**src/rtl/pslv_pkg.sv**
```systemverilog
package pslv_pkg;
  typedef struct packed {
    logic in_full;
    logic out_full;
    logic overflow;
    logic irq;
  } pslv_flags_t;

  typedef struct packed {
    logic wr_start;
    logic rd_start;
    logic rd_end;
  } pslv_evt_t;
endpackage

```
**src/rtl/pslv_sync.sv**
```systemverilog
module pslv_sync #(
  parameter int WIDTH  = 3,
  parameter int STAGES = 2,
  parameter logic [WIDTH-1:0] RST_VAL = '1
) (
  input  logic             clk,
  input  logic             rst,
  input  logic [WIDTH-1:0] d,
  output logic [WIDTH-1:0] q
);
  logic [STAGES-1:0][WIDTH-1:0] chain;

  always_ff @(posedge clk) begin
    if (rst) begin
      for (int s = 0; s < STAGES; s++) chain[s] <= RST_VAL;
    end else begin
      chain[0] <= d;
      for (int s = 1; s < STAGES; s++) chain[s] <= chain[s-1];
    end
  end

  assign q = chain[STAGES-1];
endmodule

```
**src/rtl/pslv_detect.sv**
```systemverilog
module pslv_detect
  import pslv_pkg::*;
(
  input  logic      clk,
  input  logic      rst,
  input  logic      enable,
  input  logic      cs_s_n,
  input  logic      rd_s_n,
  input  logic      wr_s_n,
  output pslv_evt_t evt
);
  logic wr_act, rd_act;
  logic wr_act_q, rd_act_q;

  // Combined-low conditions in the internal clock domain
  assign wr_act = ~cs_s_n & ~wr_s_n;
  assign rd_act = ~cs_s_n & ~rd_s_n;

  // History is tracked even in general-purpose mode, so enabling the
  // port while an access is already in progress produces no event.
  always_ff @(posedge clk) begin
    if (rst) begin
      wr_act_q <= 1'b0;
      rd_act_q <= 1'b0;
    end else begin
      wr_act_q <= wr_act;
      rd_act_q <= rd_act;
    end
  end

  assign evt.wr_start = enable & wr_act & ~wr_act_q;
  assign evt.rd_start = enable & rd_act & ~rd_act_q;
  assign evt.rd_end   = enable & ~rd_act & rd_act_q;
endmodule

```
**src/rtl/pslv_regs.sv**
```systemverilog
module pslv_regs
  import pslv_pkg::*;
#(
  parameter int DATA_W = 8
) (
  input  logic              clk,
  input  logic              rst,
  input  logic              cfg_we,
  input  logic              cfg_slave,
  input  logic              host_wr_en,
  input  logic [DATA_W-1:0] host_wdata,
  input  logic              host_rd_en,
  input  logic              irq_clr,
  input  logic              ovf_clr,
  input  logic [DATA_W-1:0] ext_data_i,
  input  pslv_evt_t         evt,
  output logic              mode_q,
  output logic [DATA_W-1:0] latch_q,
  output pslv_flags_t       flags_q
);
  always_ff @(posedge clk) begin
    if (rst) mode_q <= 1'b0;
    else if (cfg_we) mode_q <= cfg_slave;
  end

  // External write has priority over the internal side
  always_ff @(posedge clk) begin
    if (rst) latch_q <= '0;
    else if (evt.wr_start) latch_q <= ext_data_i;
    else if (host_wr_en) latch_q <= host_wdata;
  end

  // Set conditions win over clears in every flag
  always_ff @(posedge clk) begin
    if (rst) begin
      flags_q <= '0;
    end else begin
      if (evt.wr_start) flags_q.in_full <= 1'b1;
      else if (host_rd_en) flags_q.in_full <= 1'b0;

      if (host_wr_en && mode_q) flags_q.out_full <= 1'b1;
      else if (evt.rd_end) flags_q.out_full <= 1'b0;

      if (evt.wr_start && flags_q.in_full) flags_q.overflow <= 1'b1;
      else if (ovf_clr) flags_q.overflow <= 1'b0;

      if (evt.wr_start || evt.rd_start) flags_q.irq <= 1'b1;
      else if (irq_clr) flags_q.irq <= 1'b0;
    end
  end
endmodule

```
**src/rtl/pslv_port.sv**
```systemverilog
module pslv_port
  import pslv_pkg::*;
#(
  parameter int DATA_W      = 8,
  parameter int SYNC_STAGES = 2
) (
  input  logic              clk,
  input  logic              rst,
  input  logic              cfg_we,
  input  logic              cfg_slave,
  output logic              slave_mode,
  input  logic              gpio_oe,
  input  logic              host_wr_en,
  input  logic [DATA_W-1:0] host_wdata,
  input  logic              host_rd_en,
  output logic [DATA_W-1:0] host_rdata,
  input  logic              irq_clr,
  input  logic              ovf_clr,
  output logic              in_full,
  output logic              out_full,
  output logic              overflow,
  output logic              irq,
  input  logic              ext_cs_n,
  input  logic              ext_rd_n,
  input  logic              ext_wr_n,
  input  logic [DATA_W-1:0] ext_data_i,
  output logic [DATA_W-1:0] ext_data_o,
  output logic              ext_data_oe
);
  localparam int CTRL_W = 3;

  logic [CTRL_W-1:0] ctrl_raw, ctrl_s;
  pslv_evt_t         evt;
  pslv_flags_t       flags;
  logic [DATA_W-1:0] latch;
  logic              mode;

  assign ctrl_raw = {ext_cs_n, ext_rd_n, ext_wr_n};

  pslv_sync #(
    .WIDTH  (CTRL_W),
    .STAGES (SYNC_STAGES),
    .RST_VAL({CTRL_W{1'b1}})
  ) i_sync (
    .clk(clk),
    .rst(rst),
    .d  (ctrl_raw),
    .q  (ctrl_s)
  );

  pslv_detect i_detect (
    .clk   (clk),
    .rst   (rst),
    .enable(mode),
    .cs_s_n(ctrl_s[2]),
    .rd_s_n(ctrl_s[1]),
    .wr_s_n(ctrl_s[0]),
    .evt   (evt)
  );

  pslv_regs #(.DATA_W(DATA_W)) i_regs (
    .clk       (clk),
    .rst       (rst),
    .cfg_we    (cfg_we),
    .cfg_slave (cfg_slave),
    .host_wr_en(host_wr_en),
    .host_wdata(host_wdata),
    .host_rd_en(host_rd_en),
    .irq_clr   (irq_clr),
    .ovf_clr   (ovf_clr),
    .ext_data_i(ext_data_i),
    .evt       (evt),
    .mode_q    (mode),
    .latch_q   (latch),
    .flags_q   (flags)
  );

  // Bus drive follows the raw pins so data is valid during the strobe
  assign ext_data_oe = mode ? (~ext_cs_n & ~ext_rd_n) : gpio_oe;
  assign ext_data_o  = latch;

  assign slave_mode = mode;
  assign host_rdata = latch;
  assign in_full    = flags.in_full;
  assign out_full   = flags.out_full;
  assign overflow   = flags.overflow;
  assign irq        = flags.irq;
endmodule

```
**config.mk**
```make
export PLATFORM = sky130hd
export DESIGN_NAME = pslv_port
export DESIGN_NICKNAME = d
export VERILOG_FILES = /design/src/rtl/pslv_pkg.sv /design/src/rtl/pslv_sync.sv /design/src/rtl/pslv_detect.sv /design/src/rtl/pslv_regs.sv /design/src/rtl/pslv_port.sv
export SDC_FILE = /design/constraint.sdc
export NUM_CORES = 1
export LEC_CHECK = 0
export BUFFER_PORTS_ARGS = -buffer_cell sky130_fd_sc_hd__buf_2
export CORE_UTILIZATION = 38
export DETAILED_ROUTE_END_ITERATION = 8
export PLACE_DENSITY = 0.73
export SYNTH_ARGS = -nofsm -noshare
export SYNTH_HDL_FRONTEND = slang
export SYNTH_SLANG_ARGS = --single-unit
```
**constraint.sdc**
```tcl
create_clock -name clk -period 1.6 [get_ports clk]
set_clock_uncertainty 0.1 [all_clocks]
set_input_delay 0.08 -clock clk [delete_from_list [all_inputs] [get_ports clk]]
set_output_delay 0.08 -clock clk [all_outputs]
set_load 0.01 [all_outputs]
```
* Word-level counts from Yosys, hierarchy flattened *
Index checks and enable logic that the tools add are counted.

cells by class
  $add $sub $neg = 0
  multipliers = 0
  div/mod/pow operators = 0
  order comparisons = 0
  equality and inequality tests = 0
  shifts and indexed selects = 0
  mux-type cells = 11
  bitwise logic cells = 17
  reduce and logical (&&, ||, !) cells = 8

operator list
  kind                count
  two-way mux 8 bit   2
  nonzero test 2 bit  5
  bitwise AND 1 bit   9
  two-way mux 1 bit   9
  inverter 1 bit      8
  logical AND 1 bit   2
  logical OR 1 bit    1

storage, ports and cells
  bits in registers = 21
  bits in latches = 0
  RAM bits = 0
  memory bits (read-only) = 0
  bits of input ports = 28
  memories = 0

* Logic depth before layout (Yosys ltp) *
  depth in word-level cells = 7
  mapped depth = 4
  mapped depth without buffers = 3

* Modules after synthesis *
Synthesis repeated with hierarchy kept, for this count alone.

second synthesis, totals
  cell total of the unflattened synthesis = 86
  area total of the unflattened synthesis = 894.6 µm²

modules (own cells, without submodules)
  module       instances  cells an instance  area each (µm²)
  pslv_regs    1          54                 545.5
  pslv_sync    1          15                 180.2
  pslv_detect  1          7                  90.1
  pslv_port    1          10                 78.8

* Least setup slack after synthesis *
No wires, ideal clock.

  path type = register to register
  from = reg i_regs.mode_q
  to = reg i_regs.latch_q[5]
  library setup time = 0.079 ns
  arrival = 1.328 ns
  required time = 1.421 ns
  slack = 0.093 ns
  cell stages (with the launch flop) = 5
  buffers on the path = 2
  clock period less this slack = 1.507 ns
  cell sequence = dfxtp_1 or4b_1 buf_6 buf_12 a211oi_2

on the way
  word-level cells in the longest chain between the ends = 3
  elaborated cells between the ends (all ways) = 4
  classes of those cells = 1 x mux; 2 x bitwise; 1 x reduce/logical

ends and longest elaborated chain
  what                                                            line               text
  start: declaration                                              pslv_regs.sv:17    output logic mode_q,
  start signal: assignment                                        pslv_regs.sv:23    else if (cfg_we) mode_q <= cfg_slave;
  bitwise AND 1 bit * (2 in a row)                                pslv_detect.sv:31  assign evt.wr_start = enable & wr_act & ~wr_act_q;
  two-way mux 8 bit / nonzero test 2 bit (equally long branches)  n/a
  end signal: assignment                                          pslv_regs.sv:29    else if (evt.wr_start) latch_q <= ext_data_i;
  end signal: assignment                                          pslv_regs.sv:30    else if (host_wr_en) latch_q <= host_wdata;
  end: declaration                                                pslv_regs.sv:18    output logic [DATA_W-1:0] latch_q,

Every way passes the cells marked *; elsewhere a longest branch is shown, timed or not.
A chain may end at the register's enable or synchronous reset.

* Worst setup path after layout *
  from = reg i_sync.chain (netlist bit i_sync.q[2])
  to = reg i_regs.latch_q[6]

on the way
  word-level cells in the longest chain between the ends = 5
  elaborated cells between the ends (all ways) = 6
  classes of those cells = 1 x mux; 4 x bitwise; 1 x reduce/logical

ends and longest elaborated chain
  what                                                            line               text
  start: declaration                                              pslv_sync.sv:11    logic [STAGES-1:0][WIDTH-1:0] chain;
  inverter 1 bit *                                                pslv_detect.sv:16  assign wr_act = ~cs_s_n & ~wr_s_n;
  bitwise AND 1 bit *                                             pslv_detect.sv:16
  bitwise AND 1 bit * (2 in a row)                                pslv_detect.sv:31
  two-way mux 8 bit / nonzero test 2 bit (equally long branches)  n/a

Marked as above.

==> results_dict.tcl <==
set metrics [dict create \
    holdPathStages 3 \
    fin_crit_ns 1.48 \
    htreeDepth 1 \
    via_per_inst 4.59 \
    synth_area_um2 892 \
    avgSynthCellArea_um2 10.6 \
    tightest_slew_ns 0.413 \
    ys_seq_area_frac 0.471 \
    chipHeight_um 50.5 \
    first_global_vias 697 \
    n_antenna_cell 0 \
    worst-path-stages 4 \
    async_reset_ff_frac 0 \
    gr-total-overflow 0 \
    cts_buffers 3 \
    slew_viol_final 0 \
    drc 0 \
    dpl_cell_area_um2 1100 \
    peakVddDrop_v 0.000495 \
    die_w_um 50.5 \
    multiInputGateArea_um2 358 \
    drive_gt1_frac 0.500 \
    synth-edff-count 0 \
    synth.distinct_cells 19 \
    core-area_um2 2210 \
    crit_family "simple AND/OR/NAND/NOR gates" \
    cts_tree "done" \
    antenna_found_initial 0 \
    switching_share 0.236 \
    p_int_mw 0.740 \
    slowest_delay_ns 0.53 \
    hold_viol 0 \
    gp_congestion 0.708 \
    layout_commonest_cell "buf_2" \
    pwr-share-seq 0.574 \
    io_buffers 49 \
    first_pass_iters 4 \
    fillers 207 \
    cts_setup_buffers 0 \
    cts_hold_buf 14 \
    mostFrequentLayoutCells "49 x buf_2, 21 x dfxtp_1, 14 x dlygate4sd3_1, 12 x nor2_1, 9 x mux2i_1" \
    wire_per_inst_um 9.98 \
    fin_cells 170 \
    drt_iter0_markers 1 \
    tns_ns 0 \
    critPathKind "register to register" \
    status "finished, final reports clean" \
    slew-limit-headroom 0.725 \
    seq_area_um2 420 \
    syn_to_final_growth_pct 41.9 \
    hold_class "input pin to register" \
    max_freq_ghz 0.675 \
    switching_power_mw 0.229 \
    netlist_instances 84 \
    cts_buffer_depth 2 \
    insertion_delay_ns 0.29 \
    path_max_fanout 16 \
    max-cap-violations 0 \
    wl_mm 1.70 \
    setup_viol 0 \
    pre_cts_ws_ns 0.127 \
    ant_nets 0 \
    cts-resized-gates 0 \
    yosys_most_used_dff "dfxtp_1" \
    critPathRequiredTime_ns 1.67 \
    vias 781 \
    io_pins 50 \
    layout.nets 171 \
    crit_path_start_kind "register" \
    leakage_nw 0.615 \
    power_frac_comb 0.172 \
    crit_slowest_cell "or4b_1" \
    clock-sinks 21 \
    setup.worst_path.end_class "register" \
    worst_r2r_path_depth 4 \
    design_area_um2 1270 \
    gr-usage-all-layers 0.142 \
    yosys_warnings 0 \
    grt_max_degree 22 \
    setup_ws_ns 0.119 \
    arrival_ns 1.55 \
    hold_slack_ns 0.0118 \
    clkPwrFrac 0.254 \
    crit_path_cell_trace "or4b_1 -> buf_4 -> nor2_1 -> a211oi_2" \
    fp-row-count 17 \
    cp_num_buf_inv 1 \
    synth_nets 112 \
    grt_first_pass_wirelength_mm 2.75 \
    ys_ff_latch 21 \
    fin_crit_sh 0.926 \
    grt_setup_unrepaired "no" \
    power_density_nw_per_um2 765 \
    clk_pin_slew_ns 0.11 \
    start_util 0.403 \
    dpl.cell_count 152 \
    die_area_um2 2550 \
    dp_hpwl_mm 1.20 \
    cts-root-buf "clkbuf_4" \
]
==> cells in the mapped netlist, types with 2 or more instances <==
library cell / n / area share
nor3_1: 2 / 0.011
dfxtp_1: 21 / 0.47
inv_1: 3 / 0.013
mux2i_1: 9 / 0.10
or2_2: 6 / 0.042
buf_4: 8 / 0.067
nor2_1: 12 / 0.050
clkbuf_1: 3 / 0.013
a211oi_2: 8 / 0.11
a21oi_1: 3 / 0.017
==> routing by layer <==
| layer | track usage | routed length (µm) | vias up |
|---|---|---|---|
| met1 | 0.152 | 737 | 345 |
| met4 | 0.0417 | 7 | 0 |
| met3 | 0.0273 | 106 | 2 |
| met2 | 0.276 | 846 | 39 |
| li1 | - | - | 395 |
| met5 | 0 | 0 | - |
==> state kept, by name, indices dropped and copies added (netlist names) <==
register / count
i_detect.rd_act_q: 1
i_detect.wr_act_q: 1
i_regs.flags_q: 4
i_regs.latch_q: 8
i_regs.mode_q: 1
i_sync.chain: 3
i_sync.q: 3
==> cell type report <==
class / count / area share
clock buffers: 4 / 0.0208
inverters: 3 / 0.00889
multi-input cells: 47 / 0.283
flip-flops and latches: 21 / 0.332
well taps: 28 / 0.0277
repair buffers: 67 / 0.328
==> stage by stage <==
stage / utilization / power, mW
2_1_floorplan: - / 0.655
3_3_place_gp: 0.497 / 0.705
3_5_place_dp: 0.497 / 0.709
4_1_cts: 0.572 / 0.974
5_1_grt: 0.572 / 1.02
6_report: 0.572 / 0.968
==> cells by family (layout without fill, tap and decap cells) <==
group / Yosys count / after routing / synth area share
AND/OR/NAND/NOR: 23 / 23 / 0.132
flip-flops: 21 / 21 / 0.471
buffers and inverters: 16 / 74 / 0.128
AO/OA/AOI/OAI: 14 / 14 / 0.156
multiplexers: 10 / 10 / 0.114
==> power by group through the flow <==
| stage | combinational [mW] | sequential [mW] | clock (mW) |
|---|---|---|---|
| 3_3_place_gp | 0.137 | 0.567 | 0 |
| 5_1_grt | 0.183 | 0.560 | 0.275 |
| 3_5_place_dp | 0.141 | 0.568 | 0 |
| 4_1_cts | 0.168 | 0.556 | 0.250 |
| 6_report | 0.167 | 0.556 | 0.246 |
| 2_1_floorplan | 0.0781 | 0.577 | 0 |
==> worst paths after layout <==
kind                                    endpoint  slack, ns                   start
hold / removal    i_regs.latch_q[2]$_SDFFE_PP0P_       0.01           ext_data_i[2]
hold reg to reg     i_detect.wr_act_q$_SDFF_PP0_       0.31  i_sync.q[0]$_SDFF_PP1_
setup reg to reg  i_regs.latch_q[6]$_SDFFE_PP0P_       0.12  i_sync.q[2]$_SDFF_PP1_
setup / recovery  i_regs.latch_q[6]$_SDFFE_PP0P_       0.12  i_sync.q[2]$_SDFF_PP1_
==> tightest hold or removal path, delay by kind of cell <==
family	cells	cell delay, ns
buf+inv	1	0.10
compound gates	1	0.06
simple gates	1	0.13
(Power assumes the default switching activity.)
